[config.mk]
export PLATFORM = sky130hd
export DESIGN_NAME = bus_takeover_ctrl
export DESIGN_NICKNAME = d
export VERILOG_FILES = /design/src/rtl/bto_pkg.sv /design/src/rtl/bto_sync.sv /design/src/rtl/bto_timer.sv /design/src/rtl/bus_takeover_ctrl.sv
export SDC_FILE = /design/constraint.sdc
export NUM_CORES = 1
export LEC_CHECK = 0
export BUFFER_PORTS_ARGS = -buffer_cell sky130_fd_sc_hd__buf_4
export CORE_UTILIZATION = 55
export CTS_BUF_LIST = sky130_fd_sc_hd__clkbuf_8
export CTS_CLUSTER_DIAMETER = 60
export DETAILED_ROUTE_END_ITERATION = 8
export GPL_ROUTABILITY_DRIVEN = 0
export GPL_TIMING_DRIVEN = 0
export PLACE_DENSITY = 0.85
export SLEW_MARGIN = 10
export SYNTH_ARGS = -nofsm -noshare
export SYNTH_HDL_FRONTEND = slang
export SYNTH_HIERARCHICAL = 1
export SYNTH_SLANG_ARGS = --single-unit
export TNS_END_PERCENT = 20
[constraint.sdc]
create_clock -name clk -period 2.5 [get_ports clk]
set_input_delay 0.125 -clock clk [delete_from_list [all_inputs] [get_ports clk]]
set_output_delay 0.125 -clock clk [all_outputs]
set_load 0.05 [all_outputs]
[src/rtl/bto_pkg.sv]
package bto_pkg;
  localparam logic [2:0] CMD_RESET   = 3'd0;
  localparam logic [2:0] CMD_REQUEST = 3'd1;
  localparam logic [2:0] CMD_RELEASE = 3'd2;
  localparam logic [2:0] CMD_RUN     = 3'd3;
  localparam logic [2:0] CMD_RESTART = 3'd4;
  localparam logic [2:0] CMD_MCYCLE  = 3'd5;

  // bit 0: bus owned, bit 1: host running
  localparam logic [1:0] ST_HELD     = 2'd0;
  localparam logic [1:0] ST_HELD_OWN = 2'd1;
  localparam logic [1:0] ST_RUN      = 2'd2;
  localparam logic [1:0] ST_RUN_OWN  = 2'd3;

  typedef enum logic [2:0] {
    PH_IDLE,
    PH_WAIT_ACK,
    PH_PRE_EN,
    PH_PULSE,
    PH_GAP
  } phase_e;
endpackage

[src/rtl/bto_sync.sv]
module bto_sync #(
  parameter int STAGES = 2
) (
  input  logic clk,
  input  logic rst,
  input  logic din,
  output logic dout
);
  logic [STAGES-1:0] sh;

  generate
    if (STAGES == 1) begin : g_one
      always_ff @(posedge clk) begin
        if (rst) sh <= '1;
        else     sh <= din;
      end
    end else begin : g_multi
      always_ff @(posedge clk) begin
        if (rst) sh <= '1;
        else     sh <= {sh[STAGES-2:0], din};
      end
    end
  endgenerate

  assign dout = sh[STAGES-1];
endmodule

[src/rtl/bto_timer.sv]
module bto_timer #(
  parameter int CW = 8
) (
  input  logic          clk,
  input  logic          rst,
  input  logic          load,
  input  logic [CW-1:0] load_val,
  output logic          done
);
  logic [CW-1:0] cnt;

  always_ff @(posedge clk) begin
    if (rst)              cnt <= '0;
    else if (load)        cnt <= load_val;
    else if (cnt != '0)   cnt <= cnt - 1'b1;
  end

  assign done = (cnt == '0);
endmodule

[src/rtl/bus_takeover_ctrl.sv]
module bus_takeover_ctrl
  import bto_pkg::*;
#(
  parameter int PULSE_CYC   = 500,
  parameter int GAP_CYC     = 2,
  parameter int SYNC_STAGES = 2
) (
  input  logic       clk,
  input  logic       rst,
  input  logic       cmd_valid,
  input  logic [2:0] cmd,
  input  logic       bus_ack_n,
  output logic       cpu_reset_n,
  output logic       bus_req_n,
  output logic       addr_oe,
  output logic       strobe_oe,
  output logic       strobe_val,
  output logic [1:0] state,
  output logic       busy
);
  localparam int CNT_MAX = (PULSE_CYC > GAP_CYC) ? PULSE_CYC : GAP_CYC;
  localparam int CW      = $clog2(CNT_MAX + 1);
  localparam logic [CW-1:0] PULSE_LD = CW'(PULSE_CYC - 1);
  localparam logic [CW-1:0] GAP_LD   = CW'(GAP_CYC - 1);

  phase_e        phase;
  logic [1:0]    tgt;
  logic          reenable;
  logic          ack_s;
  logic          tmr_load;
  logic [CW-1:0] tmr_val;
  logic          tmr_done;
  logic          accept;

  bto_sync #(.STAGES(SYNC_STAGES)) u_sync (
    .clk (clk), .rst (rst), .din (bus_ack_n), .dout (ack_s)
  );

  bto_timer #(.CW(CW)) u_timer (
    .clk (clk), .rst (rst), .load (tmr_load), .load_val (tmr_val), .done (tmr_done)
  );

  assign busy   = (phase != PH_IDLE);
  assign accept = cmd_valid && (phase == PH_IDLE);

  always_comb begin
    tmr_load = 1'b0;
    tmr_val  = '0;
    if (accept) begin
      if ((cmd == CMD_RUN && state == ST_HELD_OWN) ||
          (cmd == CMD_RESTART && state[1])) begin
        tmr_load = 1'b1;
        tmr_val  = PULSE_LD;
      end else if (cmd == CMD_MCYCLE && state == ST_RUN_OWN) begin
        tmr_load = 1'b1;
        tmr_val  = GAP_LD;
      end
    end
  end

  always_ff @(posedge clk) begin
    if (rst) begin
      phase       <= PH_IDLE;
      state       <= ST_HELD;
      tgt         <= ST_HELD;
      reenable    <= 1'b0;
      cpu_reset_n <= 1'b0;
      bus_req_n   <= 1'b1;
      addr_oe     <= 1'b0;
      strobe_oe   <= 1'b0;
      strobe_val  <= 1'b0;
    end else begin
      case (phase)
        PH_IDLE: begin
          if (cmd_valid) begin
            case (cmd)
              CMD_RESET: begin
                addr_oe <= 1'b0; strobe_oe <= 1'b0; strobe_val <= 1'b0;
                cpu_reset_n <= 1'b0;
                bus_req_n   <= 1'b1;
                state       <= ST_HELD;
              end
              CMD_REQUEST: begin
                if (state == ST_HELD) begin
                  bus_req_n   <= 1'b0;
                  cpu_reset_n <= 1'b1;
                  tgt         <= ST_HELD_OWN;
                  phase       <= PH_WAIT_ACK;
                end else if (state == ST_RUN) begin
                  bus_req_n <= 1'b0;
                  tgt       <= ST_RUN_OWN;
                  phase     <= PH_WAIT_ACK;
                end
              end
              CMD_RELEASE: begin
                if (state == ST_HELD_OWN) begin
                  addr_oe <= 1'b0; strobe_oe <= 1'b0; strobe_val <= 1'b0;
                  cpu_reset_n <= 1'b0;
                  bus_req_n   <= 1'b1;
                  state       <= ST_HELD;
                end else if (state == ST_RUN_OWN) begin
                  addr_oe <= 1'b0; strobe_oe <= 1'b0; strobe_val <= 1'b0;
                  bus_req_n <= 1'b1;
                  state     <= ST_RUN;
                end
              end
              CMD_RUN: begin
                if (state == ST_HELD) begin
                  cpu_reset_n <= 1'b1;
                  state       <= ST_RUN;
                end else if (state == ST_HELD_OWN) begin
                  addr_oe <= 1'b0; strobe_oe <= 1'b0; strobe_val <= 1'b0;
                  cpu_reset_n <= 1'b0;
                  reenable    <= 1'b1;
                  tgt         <= ST_RUN_OWN;
                  phase       <= PH_PULSE;
                end
              end
              CMD_RESTART: begin
                if (state[1]) begin
                  cpu_reset_n <= 1'b0;
                  reenable    <= 1'b0;
                  phase       <= PH_PULSE;
                end
              end
              CMD_MCYCLE: begin
                if (state == ST_RUN_OWN) begin
                  addr_oe <= 1'b0; strobe_oe <= 1'b0; strobe_val <= 1'b0;
                  bus_req_n <= 1'b1;
                  tgt       <= ST_RUN_OWN;
                  phase     <= PH_GAP;
                end
              end
              default: ;
            endcase
          end
        end
        PH_WAIT_ACK: begin
          if (!ack_s) begin
            strobe_val <= 1'b1;
            phase      <= PH_PRE_EN;
          end
        end
        PH_PRE_EN: begin
          addr_oe   <= 1'b1;
          strobe_oe <= 1'b1;
          state     <= tgt;
          phase     <= PH_IDLE;
        end
        PH_PULSE: begin
          if (tmr_done) begin
            cpu_reset_n <= 1'b1;
            if (reenable) begin
              strobe_val <= 1'b1;
              phase      <= PH_PRE_EN;
            end else begin
              phase <= PH_IDLE;
            end
          end
        end
        PH_GAP: begin
          if (tmr_done) begin
            bus_req_n <= 1'b0;
            phase     <= PH_WAIT_ACK;
          end
        end
        default: phase <= PH_IDLE;
      endcase
    end
  end
endmodule

==> summary.txt, run 1 <==
net switching power = 526 uW
reg2reg path depth = 12
Via density = 6.15
Layout area overhead = 18.8%
hold_sp = bus_ack_n
CTS Hold Buffers Added = 0
CP max stage cell = or4b_4
full die area = 3020 um2
CP Launch Type = flop
antenna-violating nets left = 0
Slew HR = 66.0%
Post-route DRC = 0
clock latency on the worst-skew pair = 0.27 ns
IO buf count = 12
Pwr Density = 794 nW/um2
largest net degree at the start of global routing = 14
n_diodes = 0
Levels on crit path = 12
setup ws final = -0.0611 ns
CP Max Fanout = 4
ys flop type = dfxtp_1
crit path capture = strobe_val
largest stage delay on the critical path = 0.55 ns
drt initial violations = 76
Tot Pwr = 1460 uW
DP HPWL = 2660 um
hold crit path type = in -> reg
CP Capture Type = flop
Initial Utilization = 60.1%
final net count = 236
drt wl/cell = 14.9 um
P_int = 930 uW
Synth Area per Inst = 7.64 um2
max-capacitance violation count = 0
synthesized flop and latch total = 24
setup total negative slack = -0.0710 ns
# fillers = 205
# rows = 18
Layout Skew = 0.00657 ns
Tmin final = 2.56 ns
crit share post-route = 102%
Max Fclk = 0.390 GHz
DRT Pass-1 Iters = 4
Sw Ratio = 36.1%
reg2reg end = strobe_val
Synth Instances = 202
height of the die = 55.0 um
H-tree levels = 1
fraction of final layout cells sized beyond drive strength 1 = 21.6%
RSZ-0062 raised after global routing = yes
failing checks = negative setup slack
Die X = 55.0 um
total gr overflow = 0
Synth cell types = 52
Synth warnings = 6
first-pass GRT wire length = 5980 um
CTS tree = done
Leak = 0.000748 uW
vias post-DR = 1,581
Worst-path clk slew = 0.09 ns
boundary pin count = 15
Async SR Flop Fraction = 0%
Arrival @ worst endpoint = 2.76 ns
total CTS buffers = 3
Placement Cell Area = 1680 um2
mapped cell area = 1540 um2
Sink Count = 24
Post-synth EDFFs = 0
Critical Path Start = u_timer/cnt[1]
Slew Limit Fails = 0
CP top delay family = simple AND/OR/NAND/NOR gates
vias in the first global route = 1,343
status = complete, but fails checks
Clock Tree Root = clkbuf_8
Core ar. = 2570 um2
initial antenna violation count = 0
critical-path cell list = inv_2 > ha_4 > or4b_4 > or4b_4 > inv_4 > nor2b_2 > o21ai_1 > o31a_1 > buf_6 > buf_6 > a31oi_4 > nor3_2
Max IR drop VDD = 763 uV
endpoints failing hold = 0
Setup CP Type = reg -> reg
Register-to-Register Setup Slack = -0.06 ns
Worst R2R Start = u_timer/cnt[1]
Comb pwr share = 47.2%
CP bufs+invs = 4
Tightest Pin Transition = 0.510 ns
Finish-stage setup viols = 2
register share of total power = 34.8%
post-route cell area = 1830 um2
GRT Overall Usage = 27.4%
Worst EP required = 2.70 ns
maximum clock path buffer count = 2
clock network fraction of design power = 18.0%
Seq/Total Area, Yosys = 31.1%
Post-Route WL = 3820 um
==> power groups by stage <==
stage | Clock (uW) | Combinational [uW] | Sequential, uW
5_1_grt | 285 | 747 | 517
4_1_cts | 266 | 610 | 505
3_5_place_dp | 0 | 576 | 510
3_3_place_gp | 0 | 549 | 505
2_1_floorplan | 0 | 454 | 514
6_report | 262 | 688 | 506
==> registers in the layout, indices dropped and copies added, names as in the netlist <==
| signal | cells |
|---|---|
| bus_req_n | 1 |
| strobe_oe | 1 |
| cpu_reset_n | 1 |
| state | 2 |
| reenable | 1 |
| u_sync/sh | 2 |
| tgt | 2 |
| strobe_val | 1 |
| addr_oe | 1 |
| u_timer/cnt | 9 |
| phase | 3 |
==> repair_timing <==
| item | CTS | global route |
|---|---|---|
| setup endpoints to repair | 5 | 4 |
| gates resized for setup | 4 | 6 |
| pin swaps | 3 | 6 |
| buffers inserted | 5 | 4 |
==> layout by cell type (no fill, tap or decap), drive strengths merged, types with 5 or more instances in the layout <==
| cell type | count |
|---|---|
| buf | 30 |
| dfxtp | 24 |
| nor2 | 18 |
| nand2 | 17 |
| o21ai | 16 |
| a21oi | 13 |
| nor3 | 12 |
| inv | 9 |
| nor2b | 8 |
| clkbuf | 8 |
| a31oi | 5 |
==> metrics by stage <==
step	utilization, %	setup slack (ns)	std cells	hold slack [ns]
finish	71.4	-0.0611	257	0.0421
global route	71.4	-0.164	257	0.0537
CTS	69.1	0.00625	253	0.0485
detailed placement	65.4	-0.210	245	0.322
global placement	65.4	-0.125	245	0.309
floorplan	-	-0.0180	203	0.222
==> cell families after synthesis <==
logic type / Yosys count / share of synthesized area (%)
compound gates: 61 / 26.3
xor+xnor: 3 / 1.70
fa+ha+maj: 1 / 0.810
buf+inv: 23 / 6.81
flops: 24 / 31.1
mux: 3 / 2.03
other cells: 1 / 0.243
simple gates: 86 / 31.0
==> synth_stat cells, types with 2 or more instances <==
library cell	instances	area (um2)
dfxtp_1	24	480
nor2_1	18	67.6
nand2_1	17	63.8
a21oi_1	13	65.1
nor3_1	11	55.1
buf_2	9	45.0
inv_1	9	33.8
o21ai_0	9	45.0
nor2b_1	8	50.1
o21ai_1	6	30.0
a31oi_1	5	31.3
clkbuf_1	4	15.0
nor4_1	4	25.0
o211ai_1	4	30.0
o21a_1	4	30.0
nand3_1	3	15.0
o22ai_1	3	18.8
or3_1	3	18.8
xor2_1	3	26.3
a211oi_1	2	15.0
a22o_1	2	17.5
and3_1	2	12.5
and3b_1	2	17.5
mux2i_1	2	20.0
nand2b_1	2	12.5
nor3b_1	2	15.0
o31ai_1	2	15.0
o41ai_1	2	17.5
or2_1	2	12.5
or3b_1	2	17.5
or4b_4	2	27.5
==> worst min path at each step <==
stage | endpoint | slack (ns) | depth (start not counted)
after floorplan | u_sync/sh[0] | 0.22 | 1
after global placement | u_sync/sh[0] | 0.31 | 2
after detailed placement | u_sync/sh[0] | 0.32 | 2
after CTS | u_sync/sh[0] | 0.05 | 2
after global routing | u_sync/sh[0] | 0.05 | 2
final | u_sync/sh[0] | 0.04 | 2
==> final cells by class <==
class | count | area, um2 | share of cell area [%]
multi-input combinational | 156 | 997 | 54.4
sequential | 24 | 483 | 26.3
timing repair buffer | 21 | 165 | 9.00
buffer | 13 | 60.1 | 3.27
clock buffer | 4 | 55.1 | 3.00
tap | 30 | 37.5 | 2.05
inverter | 9 | 36.3 | 1.98
==> per-layer routing <==
metal | track usage (%) | vias up | part of all wire [%] | routed length [um]
li1 | - | 782 | - | -
met1 | 36.9 | 735 | 46 | 1750
met5 | 0 | - | 0 | 0
met4 | 5.00 | 0 | 0.31 | 12
met2 | 43.8 | 62 | 46 | 1780
met3 | 7.65 | 2 | 7.3 | 278
==> worst register-to-register path, stage by stage (launching register included) <==
cell     delay [ns]
dfxtp_2        0.33
inv_2          0.08
ha_4           0.15
or4b_4         0.46
or4b_4         0.55
inv_4          0.07
nor2b_2        0.04
o21ai_1        0.17
o31a_1         0.21
buf_6          0.12
buf_6          0.10
a31oi_4        0.08
nor3_2         0.15
No activity file was read; power rests on OpenSTA's default activity.
==> run 2: changes to the inputs <==
--- a/config.mk
+++ b/config.mk
@@ -5,6 +5,7 @@
 export SDC_FILE = /design/constraint.sdc
 export NUM_CORES = 1
 export LEC_CHECK = 0
+export ABC_AREA = 1
 export BUFFER_PORTS_ARGS = -buffer_cell sky130_fd_sc_hd__buf_4
 export CORE_UTILIZATION = 55
 export CTS_BUF_LIST = sky130_fd_sc_hd__clkbuf_8
@@ -12,7 +13,7 @@
 export DETAILED_ROUTE_END_ITERATION = 8
 export GPL_ROUTABILITY_DRIVEN = 0
 export GPL_TIMING_DRIVEN = 0
-export PLACE_DENSITY = 0.85
+export PLACE_DENSITY = 0.84
 export SLEW_MARGIN = 10
 export SYNTH_ARGS = -nofsm -noshare
 export SYNTH_HDL_FRONTEND = slang
==> run 2 against run 1 <==
Against the previous run:
- the run now ends clean
- wire length grew 7.7%
- synthesized area rose by 10%
- sequential power up 11%
- core utilization is 3.9 points lower
- critical path type unchanged
- largest cell class unchanged
==> summary.txt, run 2 <==
status = finished clean
Synth Area per Inst = 6.22 um2
largest area contributor in the netlist = dfxtp_1
Slew Limit Fails = 0
CP most frequent cell = nand2_1
first-pass GRT wire length = 6490 um
max-capacitance violation count = 0
hold depth = 3
top cells by count, synth = nand2_1 (74), nor2_1 (38), nand3_1 (26)
Finish-stage setup viols = 0
RSZ-0062 raised after global routing = no
Setup Buffers After CTS = 0
Clock Tree Root = clkbuf_8
Largest regs = u_timer/cnt x9, phase x3
initial antenna violation count = 0
n_diodes = 0
CP max stage cell = dfxtp_1
Setup CP Type = reg -> reg
largest cells by area after synthesis = dfxtp_1 (28%), nand2_1 (16%), nor2_1 (8.4%), nand3_1 (7.6%), a21oi_1 (6.5%)
share of the synthesized area in the top cell type = 28.2%
Tot Pwr = 2120 uW
Worst EP required = 2.68 ns
most common cell after layout, fill and taps aside = nand2_1
Synth cell types = 35
largest stage delay on the critical path = 0.32 ns
CP bufs+invs = 2
synthesized flop and latch total = 24
clock latency on the worst-skew pair = 0.28 ns
CTS Hold Buffers Added = 0
drt wl/cell = 12.7 um
Post-synth EDFFs = 0
mapped cell area = 1710 um2
Synth warnings = 6
Seq/Total Area, Yosys = 28.2%
Worst-path clk slew = 0.10 ns
Layout area overhead = 13.1%
Post-route DRC = 0
reg2reg path depth = 13
most frequent cells in the layout = nand2_1 (74), nor2_1 (38), nand3_1 (26)
# rows = 19
DRT Pass-1 Iters = 5
post-CTS sizing = 0
Register-to-Register Setup Slack = 0.37 ns
non-filler instance count after layout = 324
vias in the first global route = 1,527
full die area = 3330 um2
number of flip-flops under the largest register name = 9
Core ar. = 2850 um2
Sink Count = 24
vias post-DR = 1,835
hold crit path type = in -> reg
Tmin final = 2.13 ns
CP Max Fanout = 10
Leak = 0.000924 uW
Pwr Density = 1100 nW/um2
CP Launch Type = flop
register with the most flip-flops = u_timer/cnt
antenna-violating nets left = 0
Max IR drop VDD = 578 uV
Via density = 5.66
Async SR Flop Fraction = 0%
Initial Utilization = 59.8%
height of the die = 57.7 um
H-tree levels = 1
hold_sp = bus_ack_n
critical-path cell list = buf_6 > nor2_4 > nand2_4 > nor2_4 > nand2_1 > a21oi_2 > a31o_2 > buf_2 > nor2_1 > a21oi_1 > nand2_1 > nand2_1 > nor2_1
GRT Overall Usage = 25.2%
endpoints failing hold = 0
final net count = 302
WHS Endpoint = u_sync/sh[0]
Layout Skew = 0.00742 ns
reg2reg end = u_timer/cnt[1]
CTS tree = done
ys flop type = dfxtp_1
drt initial violations = 137
Max Fclk = 0.469 GHz
maximum clock path buffer count = 2
IO buf count = 14
boundary pin count = 15
# fillers = 250
total gr overflow = 0
DP Cell Count = 320
fraction of final layout cells sized beyond drive strength 1 = 17.4%
crit share post-route = 85.4%
Layout Utilization = 67.6%
setup total negative slack = 0 ns
CP top delay family = simple AND/OR/NAND/NOR gates
largest net degree at the start of global routing = 15
Arrival @ worst endpoint = 2.31 ns
CP Capture Type = flop
total CTS buffers = 3
Synth Instances = 274
Worst R2R Start = phase[1]
Die X = 57.7 um
Post-Route WL = 4110 um
most common cell in the synthesized netlist = nand2_1
DP HPWL = 3000 um
==> run 2: cell count changes after synthesis, moves of 8 or more <==
cell and delta:
a21oi_1 +9, nor2b_1 -8, buf_2 -8, nor3_1 -8, inv_1 +15, nor2_1 +20, nand2_1 +57, nand3_1 +23
==> run 2: how the worst max path moves through the flow <==
stage,from,end,slack (ns),cells after the start
2_1_floorplan,state[0],u_timer/cnt[1],0.25,12
3_3_place_gp,phase[1],u_timer/cnt[1],0.28,13
3_5_place_dp,phase[1],u_timer/cnt[1],0.26,13
4_1_cts,phase[1],u_timer/cnt[1],0.22,13
5_1_grt,phase[0],u_timer/cnt[0],0.19,11
6_report,phase[1],u_timer/cnt[1],0.37,13
==> run 2: layout make-up <==
type	count	area (um2)	area share (%)
well taps	31	38.8	2.01
clock inverters	1	30.0	1.56
multi-input cells	216	1090	56.3
plain buffers	4	27.5	1.43
inverters	31	119	6.16
repair buffers	14	105	5.45
flip-flops and latches	24	480	24.9
clock buffers	3	41.3	2.14
==> run 2: per-stage QoR <==
step	cell area (um2)	worst slack, ns	hold WS, ns
floorplan	1710	0.248	0.194
global placement	1850	0.277	0.296
detailed placement	1850	0.264	0.301
CTS	1920	0.221	0.0166
global route	1930	0.187	0.00569
finish	1930	0.366	0.0153
==> run 2: worst min-delay path: stages <==
cell and delay [ns]:
buf_4 0.08, inv_1 0.03, nand2_1 0.04
==> run 2: cells by family (layout without fill, tap and decap cells) <==
family	count (synthesis)	after routing	synth area share (%)
AND/OR/NAND/NOR	170	170	48.1
AO/OA/AOI/OAI	42	42	13.6
buffers and inverters	35	53	8.58
flip-flops	24	24	28.2
adder cells (fa/ha/maj)	1	1	0.734
other	1	2	0.220
XOR/XNOR	1	1	0.514
==> run 2: power breakdown <==
part           leakage, uW  total, uW  switching [uW]  internal (uW)
combinational     0.000691       1210             791            416
sequential        0.000197        561            89.4            472
clock            0.0000357        355             141            214
total             0.000924       2120            1020           1100
==> run 2: routing by layer <==
layer / up-vias / global-route usage [%] / routed length, um
met2: 82 / 39.5 / 1840
met1: 805 / 35.7 / 1820
met3: 16 / 2.68 / 347
met5: - / 0 / 0
li1: 932 / - / -
met4: 0 / 10.2 / 100
